<file path="config.mk">
export PLATFORM = sky130hd
export DESIGN_NAME = uart_flow_ctrl
export DESIGN_NICKNAME = d
export VERILOG_FILES = /design/src/rtl/flowctl_pkg.sv /design/src/rtl/fc_rx_throttle.sv /design/src/rtl/fc_tx_gate.sv /design/src/rtl/uart_flow_ctrl.sv
export SDC_FILE = /design/constraint.sdc
export NUM_CORES = 1
export LEC_CHECK = 0
export BUFFER_PORTS_ARGS = -buffer_cell sky130_fd_sc_hd__buf_2
export CAP_MARGIN = 20
export CELL_PAD_IN_SITES_DETAIL_PLACEMENT = 1
export CELL_PAD_IN_SITES_GLOBAL_PLACEMENT = 1
export CORE_MARGIN = 3
export CORE_UTILIZATION = 34
export DETAILED_ROUTE_END_ITERATION = 16
export PLACE_DENSITY = 0.87
export SLEW_MARGIN = 15
export SYNTH_ARGS = -nofsm -noshare
export SYNTH_HDL_FRONTEND = slang
export SYNTH_HIERARCHICAL = 1
export SYNTH_SLANG_ARGS = --single-unit
</file>
<file path="constraint.sdc">
create_clock -name clk -period 2.37 [get_ports clk]
set_input_delay 0.474 -clock clk [delete_from_list [all_inputs] [get_ports clk]]
set_output_delay 0.474 -clock clk [all_outputs]
set_load 0.005 [all_outputs]
</file>
<file path="src/rtl/flowctl_pkg.sv">
package flowctl_pkg;
    localparam int CHAR_W = 8;

    typedef struct packed {
        logic              throttled;
        logic              sent_stop;
        logic              req;
        logic [CHAR_W-1:0] code;
        logic              rts;
        logic              dtr;
    } rx_state_t;

    typedef struct packed {
        logic paused;
        logic hold;
    } tx_state_t;
endpackage

</file>
<file path="src/rtl/fc_rx_throttle.sv">
module fc_rx_throttle
    import flowctl_pkg::*;
#(
    parameter int LVL_W = 8
) (
    input  logic              clk,
    input  logic              rst_n,
    input  logic              inband_en,
    input  logic              rtscts_en,
    input  logic              dsrdtr_en,
    input  logic [CHAR_W-1:0] xon_char,
    input  logic [CHAR_W-1:0] xoff_char,
    input  logic [LVL_W-1:0]  hi_thresh,
    input  logic [LVL_W-1:0]  lo_thresh,
    input  logic [LVL_W-1:0]  level,
    input  logic              ack,
    output logic              req,
    output logic [CHAR_W-1:0] code,
    output logic              rts,
    output logic              dtr
);
    rx_state_t st_d, st_q;

    always_comb begin
        st_d = st_q;
        // hysteresis between the two thresholds
        if (!st_q.throttled && level >= hi_thresh) begin
            st_d.throttled = 1'b1;
        end else if (st_q.throttled && level <= lo_thresh) begin
            st_d.throttled = 1'b0;
        end
        // the accepted character becomes the last one on the line
        if (ack && st_q.req) begin
            st_d.sent_stop = st_q.throttled;
        end
        // request only when the wanted character differs from the last sent
        st_d.req  = inband_en && (st_d.throttled != st_d.sent_stop);
        st_d.code = st_d.throttled ? xoff_char : xon_char;
        st_d.rts  = !(rtscts_en && st_d.throttled);
        st_d.dtr  = !(dsrdtr_en && st_d.throttled);
    end

    always_ff @(posedge clk or negedge rst_n) begin
        if (!rst_n) begin
            st_q <= '{throttled: 1'b0, sent_stop: 1'b0, req: 1'b0,
                      code: '0, rts: 1'b1, dtr: 1'b1};
        end else begin
            st_q <= st_d;
        end
    end

    assign req  = st_q.req;
    assign code = st_q.code;
    assign rts  = st_q.rts;
    assign dtr  = st_q.dtr;
endmodule

</file>
<file path="src/rtl/fc_tx_gate.sv">
module fc_tx_gate
    import flowctl_pkg::*;
(
    input  logic              clk,
    input  logic              rst_n,
    input  logic              inband_en,
    input  logic              rtscts_en,
    input  logic              dsrdtr_en,
    input  logic [CHAR_W-1:0] xon_char,
    input  logic [CHAR_W-1:0] xoff_char,
    input  logic              char_valid,
    input  logic [CHAR_W-1:0] char_in,
    input  logic              cts,
    input  logic              dsr,
    output logic              store,
    output logic              hold
);
    tx_state_t st_d, st_q;
    logic      hit_stop;
    logic      hit_go;
    logic      lines_ok;

    always_comb begin
        hit_stop = inband_en && char_valid && (char_in == xoff_char);
        hit_go   = inband_en && char_valid && (char_in == xon_char) && !hit_stop;
        lines_ok = (!rtscts_en || cts) && (!dsrdtr_en || dsr);
        st_d     = st_q;
        if (!inband_en) begin
            st_d.paused = 1'b0;
        end else if (hit_stop) begin
            st_d.paused = 1'b1;
        end else if (hit_go) begin
            st_d.paused = 1'b0;
        end
        st_d.hold = st_d.paused || !lines_ok;
    end

    always_ff @(posedge clk or negedge rst_n) begin
        if (!rst_n) begin
            st_q <= '{paused: 1'b0, hold: 1'b0};
        end else begin
            st_q <= st_d;
        end
    end

    assign store = char_valid && !hit_stop && !hit_go;
    assign hold  = st_q.hold;
endmodule

</file>
<file path="src/rtl/uart_flow_ctrl.sv">
module uart_flow_ctrl
    import flowctl_pkg::*;
#(
    parameter int LVL_W = 8
) (
    input  logic              clk,
    input  logic              rst_n,
    input  logic              cfg_inband_en,
    input  logic              cfg_rtscts_en,
    input  logic              cfg_dsrdtr_en,
    input  logic [CHAR_W-1:0] cfg_xon_char,
    input  logic [CHAR_W-1:0] cfg_xoff_char,
    input  logic [LVL_W-1:0]  cfg_hi_thresh,
    input  logic [LVL_W-1:0]  cfg_lo_thresh,
    input  logic [LVL_W-1:0]  rx_level,
    input  logic              rx_char_valid,
    input  logic [CHAR_W-1:0] rx_char,
    output logic              rx_store,
    input  logic              cts,
    input  logic              dsr,
    output logic              rts,
    output logic              dtr,
    output logic              ins_req,
    output logic [CHAR_W-1:0] ins_code,
    input  logic              ins_ack,
    output logic              tx_allow
);
    logic tx_hold;

    fc_rx_throttle #(.LVL_W(LVL_W)) i_rx (
        .clk       (clk),
        .rst_n     (rst_n),
        .inband_en (cfg_inband_en),
        .rtscts_en (cfg_rtscts_en),
        .dsrdtr_en (cfg_dsrdtr_en),
        .xon_char  (cfg_xon_char),
        .xoff_char (cfg_xoff_char),
        .hi_thresh (cfg_hi_thresh),
        .lo_thresh (cfg_lo_thresh),
        .level     (rx_level),
        .ack       (ins_ack),
        .req       (ins_req),
        .code      (ins_code),
        .rts       (rts),
        .dtr       (dtr)
    );

    fc_tx_gate i_tx (
        .clk        (clk),
        .rst_n      (rst_n),
        .inband_en  (cfg_inband_en),
        .rtscts_en  (cfg_rtscts_en),
        .dsrdtr_en  (cfg_dsrdtr_en),
        .xon_char   (cfg_xon_char),
        .xoff_char  (cfg_xoff_char),
        .char_valid (rx_char_valid),
        .char_in    (rx_char),
        .cts        (cts),
        .dsr        (dsr),
        .store      (rx_store),
        .hold       (tx_hold)
    );

    // an inserted control character goes ahead of queued data
    assign tx_allow = !tx_hold && !ins_req;
endmodule

</file>
Yosys cells after proc, flatten, opt, wreduce, memory -nomap -nowiden
Index checks and enable logic that the tools add are counted.

cells by class
  order comparisons = 2
  reduce and logical (&&, ||, !) cells = 27
  muxes and demuxes = 7
  equal/unequal tests = 3

operators with widths
  operator             count
  == test 8 bit        2
  logical AND 1 bit    14
  zero test 1 bit      10
  >= comparator 8 bit  1
  <= comparator 8 bit  1
  two-way mux 8 bit    1
  two-way mux 1 bit    6
  logical OR 1 bit     3
  != test 1 bit        1

word-level totals
  bits in registers = 15
  output and inout port bits = 13

Longest topological paths before layout
  depth after elaboration = 8
  gate-level depth with buffers = 8

Modules after synthesis
The synthesis kept the hierarchy.

by module, submodules not included
  module          cells an instance  instances  seq. area each (um^2)  area each (um^2)
  fc_rx_throttle  91                 1          327.8                  962.2
  fc_tx_gate      34                 1          50.0                   286.5
  uart_flow_ctrl  1                  1          0.0                    3.8

Worst setup path before layout
Ideal clock, no wire load.

  kind = input to register
  start point = input cfg_lo_thresh[3]
  end point = register i_rx.st_q (netlist bit i_rx/code[1])
  cell stages on the path = 7
  data required time = 2.245 ns
  setup time = 0.125 ns
  slack = 0.229 ns
  arrival = 2.016 ns
  buffers on the path = 1
  path through = inv_1 ha_1 and2_4 a221o_1 a32oi_2 buf_6 mux2_4

RTL lines
  element                 RTL line              text
  start: declaration      uart_flow_ctrl.sv:14  input logic [LVL_W-1:0] cfg_lo_thresh,
  end signal: assignment  fc_rx_throttle.sv:45  st_q <= '{throttled: 1'b0, sent_stop: 1'b0, req: 1'b0,
  end signal: assignment  fc_rx_throttle.sv:48  st_q <= st_d;
  end: declaration        fc_rx_throttle.sv:22  rx_state_t st_d, st_q;

Worst setup path after layout
  start point = input cfg_xoff_char[1]
  end point = output rx_store

between the ends
  cells in the longest elaborated chain, start to end = 6
  elaborated cells between the ends (all ways) = 7

ends and longest elaborated chain
  element                RTL line                            text
  start: declaration     uart_flow_ctrl.sv:12                input logic [CHAR_W-1:0] cfg_xoff_char,
  == test 8 bit (*)      fc_tx_gate.sv:24                    hit_stop = inband_en && char_valid && (char_in == xoff_char);
  logical AND 1 bit (*)  fc_tx_gate.sv:24
  zero test 1 bit (*)    fc_tx_gate.sv:25, fc_tx_gate.sv:46
  logical AND 1 bit      fc_tx_gate.sv:25                    hit_go = inband_en && char_valid && (char_in == xon_char) && !hit_stop;
  zero test 1 bit        fc_tx_gate.sv:46                    assign store = char_valid && !hit_stop && !hit_go;
  logical AND 1 bit (*)  fc_tx_gate.sv:46
  end: declaration       uart_flow_ctrl.sv:18                output logic rx_store,

Every way passes the cells marked *; elsewhere a longest branch is shown, timed or not.

==> impl_metrics.py <==
metrics = {
    "run_status": {
        "status": "completed",
    },
    "cells_and_area": {
        "area_growth_pct": 31.8,
        "finalNetCount": 265,
        "final_cells": 237,
        "drive_above_1_share_pct": 47.1,
        "n_antenna_cell": 0,
    },
    "detailed_routing": {
        "wl_mm": 3.25,
        "first_pass_iters": 2,
        "avgRoutedWirePerCell_um": 13.7,
        "vias_per_cell": 4.63,
        "wl_met1_mm": 1.22,
        "highest_layer": "met4",
        "remaining_drc_errors": 0,
        "antenna_left": 0,
        "drtIter0Drc": 11,
        "dr_wl_met3_um": 350,
        "vias": 1098,
        "met2_length_mm": 1.66,
    },
    "critical_path": {
        "endpoint_kind": "output port",
        "cp_data_arrival_time_ns": 1.69,
        "crit_type": "input port to output port",
        "required_ns": 1.90,
        "rrSetupSlack_ns": 0.95,
        "cp_max_fo": 3,
        "critPathLaunchType": "input port",
    },
    "cts": {
        "cts_made_buffers": 3,
        "clk_path_buf_depth": 2,
        "cts_setup_buffers": 0,
        "clk_pin_slew_ns": 0.06,
        "cts-root-buf": "clkbuf_8",
        "cts_hold_buf": 0,
        "cts_tree": "done",
        "cts.sinks": 15,
        "insertion_delay_ns": 0.24,
        "ctsHtreeMaxLevel": 1,
        "post_cts_resized": 0,
    },
    "floorplanning": {
        "fp-row-count": 21,
        "io-pin-count": 70,
        "chipHeight_um": 66.7,
        "core_um2": 3440,
        "start_util_pct": 36.4,
        "die_width_um": 66.7,
        "die_area_um2": 4450,
    },
    "sta": {
        "fin_hold_ws_ns": 0.117,
        "period_share_pct": 91.3,
        "setup_viol": 0,
        "finalHoldViolations": 0,
        "timing.fmax_mhz": 462,
        "worst_pin_slew_ns": 0.330,
        "rsz0062_at_grt": "false",
        "fin_tns_setup_ns": 0,
        "max_slew_margin_pct": 78.0,
        "fin_worst_skew_ns": 0.00451,
        "slew_viol_final": 0,
        "fin_crit_ns": 2.16,
    },
    "power_and_ir_drop": {
        "power_mw": 1.03,
        "p_sw_share_pct": 30.7,
        "internal-power_uw": 711,
        "clkPwrFrac_pct": 19.9,
        "peakVddDrop_mv": 0.261,
        "combinationalPowerShare_pct": 44.8,
        "power_frac_seq_pct": 35.3,
        "p_sw_uw": 314,
        "pwr_density_cell_nw_per_um2": 621,
        "p_leak_nw": 0.898,
    },
    "placement": {
        "dp_hpwl_mm": 2.96,
        "port_buffers": 69,
        "dp.cells": 233,
        "gp_congestion": 0.759,
    },
    "synth": {
        "yosysWarnings": 6,
        "synth_flop_cell": "dfrtp_1",
        "seq_area_frac_synth_pct": 30.2,
        "synth_cell_types": 33,
        "synth_edf_count": 0,
        "syn_area_per_cell_um2": 9.94,
        "netlist_instances": 126,
        "synth_area_um2": 1250,
        "postSynth.asyncResetShare_pct": 100,
        "syn_nets": 199,
        "ys_ff_latch": 15,
    },
    "global_route": {
        "first_global_vias": 1275,
        "antenna_found_initial": 0,
        "grt_overflow_total": 0,
        "grt_max_degree": 16,
        "grt.total_usage_pct": 16.2,
        "grt_pass1_wl_mm": 5.47,
    },
    "hold_path": {
        "min_path_type": "input port to async pin",
    },
    "job": {
        "cap_violations": 0,
    },
}
-- path summary, 6_finish.rpt --
path,depth (start not counted),end,start
min in group clk,2,i_rx/dtr,cfg_dsrdtr_en
worst max-delay path,6,rx_store,cfg_xoff_char[1]
worst max register to register,4,i_rx/code[2],i_rx/st_q[12]
max in group asynchronous,1,i_rx/dtr,rst_n
worst min-delay path,1,i_rx/code[6],rst_n
worst min register to register,1,i_rx/st_q[11],i_rx/st_q[11]
-- power groups by stage --
| stage | clock network (mW) | registers [mW] | logic [mW] |
|---|---|---|---|
| 2_1_floorplan | 0 | 0.367 | 0.321 |
| 3_3_place_gp | 0 | 0.367 | 0.451 |
| 3_5_place_dp | 0 | 0.369 | 0.469 |
| 4_1_cts | 0.210 | 0.365 | 0.470 |
| 5_1_grt | 0.222 | 0.372 | 0.513 |
| 6_report | 0.204 | 0.362 | 0.460 |
-- synthesized netlist by cell type (all sizes together) (2+ instances only) --
master	instances	area [um2]
a21oi	4	20.0
a221o	2	20.0
and2	2	15.0
buf	9	71.3
dfrtp	13	325
dfstp	2	52.6
ha	16	200
inv	20	75.1
mux2	9	124
nand2	10	37.5
nand3	2	10.0
nand4	2	12.5
nor2	2	7.51
o211ai	2	15.0
o21ai	4	23.8
o221ai	2	17.5
xnor2	13	114
-- cell usage in the layout (no fill, tap or decap), drive strengths merged, types with 3 or more instances in the layout --
| master | Yosys | layout |
|---|---|---|
| ha | 16 | 16 |
| clkbuf | 0 | 3 |
| buf | 9 | 70 |
| inv | 20 | 20 |
| a21oi | 4 | 4 |
| xnor2 | 13 | 13 |
| nand2 | 10 | 10 |
| dfrtp | 13 | 13 |
| o21ai | 4 | 4 |
| mux2 | 9 | 9 |
-- cell type report --
type                       count  area, um2
clock buffer                   3       41.3
tap                           46       57.6
multi-input combinational     82        728
fill                         447       1790
clock inverter                 1       5.00
inverter                      20       75.1
sequential                    15        378
timing repair buffer          70        365
-- critical path, stage by stage --
cell and delay (ns):
buf_2 0.11, xnor2_1 0.18, nand3_1 0.11, or4_4 0.50
and3b_1 0.19, buf_2 0.12
-- metrics by stage --
step                      area [um2]  utilization, %  setup slack, ns
final                           1650            47.9            0.207
after CTS                       1650            47.9            0.197
after detailed placement        1600            46.6           0.0182
after global routing            1650            47.9            0.134
after floorplan                 1250               -            0.229
after global placement          1600            46.6           0.0936
-- registers in the layout, summed over array words and instances, names as in the netlist --
name	flops
i_rx/code	8
i_rx/st_q	2
i_rx/dtr	1
i_rx/req	1
i_rx/rts	1
i_tx/hold	1
i_tx/st_q	1
-- logic make-up after synthesis --
group	Yosys count	share of synthesized area, %
XOR/XNOR	14	9.79
adder cells (fa/ha/maj)	16	16.0
buffers and inverters	29	11.7
AND/OR/NAND/NOR	23	10.2
multiplexers	10	10.7
flip-flops	15	30.2
AO/OA/AOI/OAI	19	11.5
-- routing by layer --
layer,vias up,track usage (%)
met5,-,0
met4,0,5.33
met3,2,3.71
met2,55,30.8
met1,488,17.4
li1,553,-
Power figures use the tool's default switching activity.
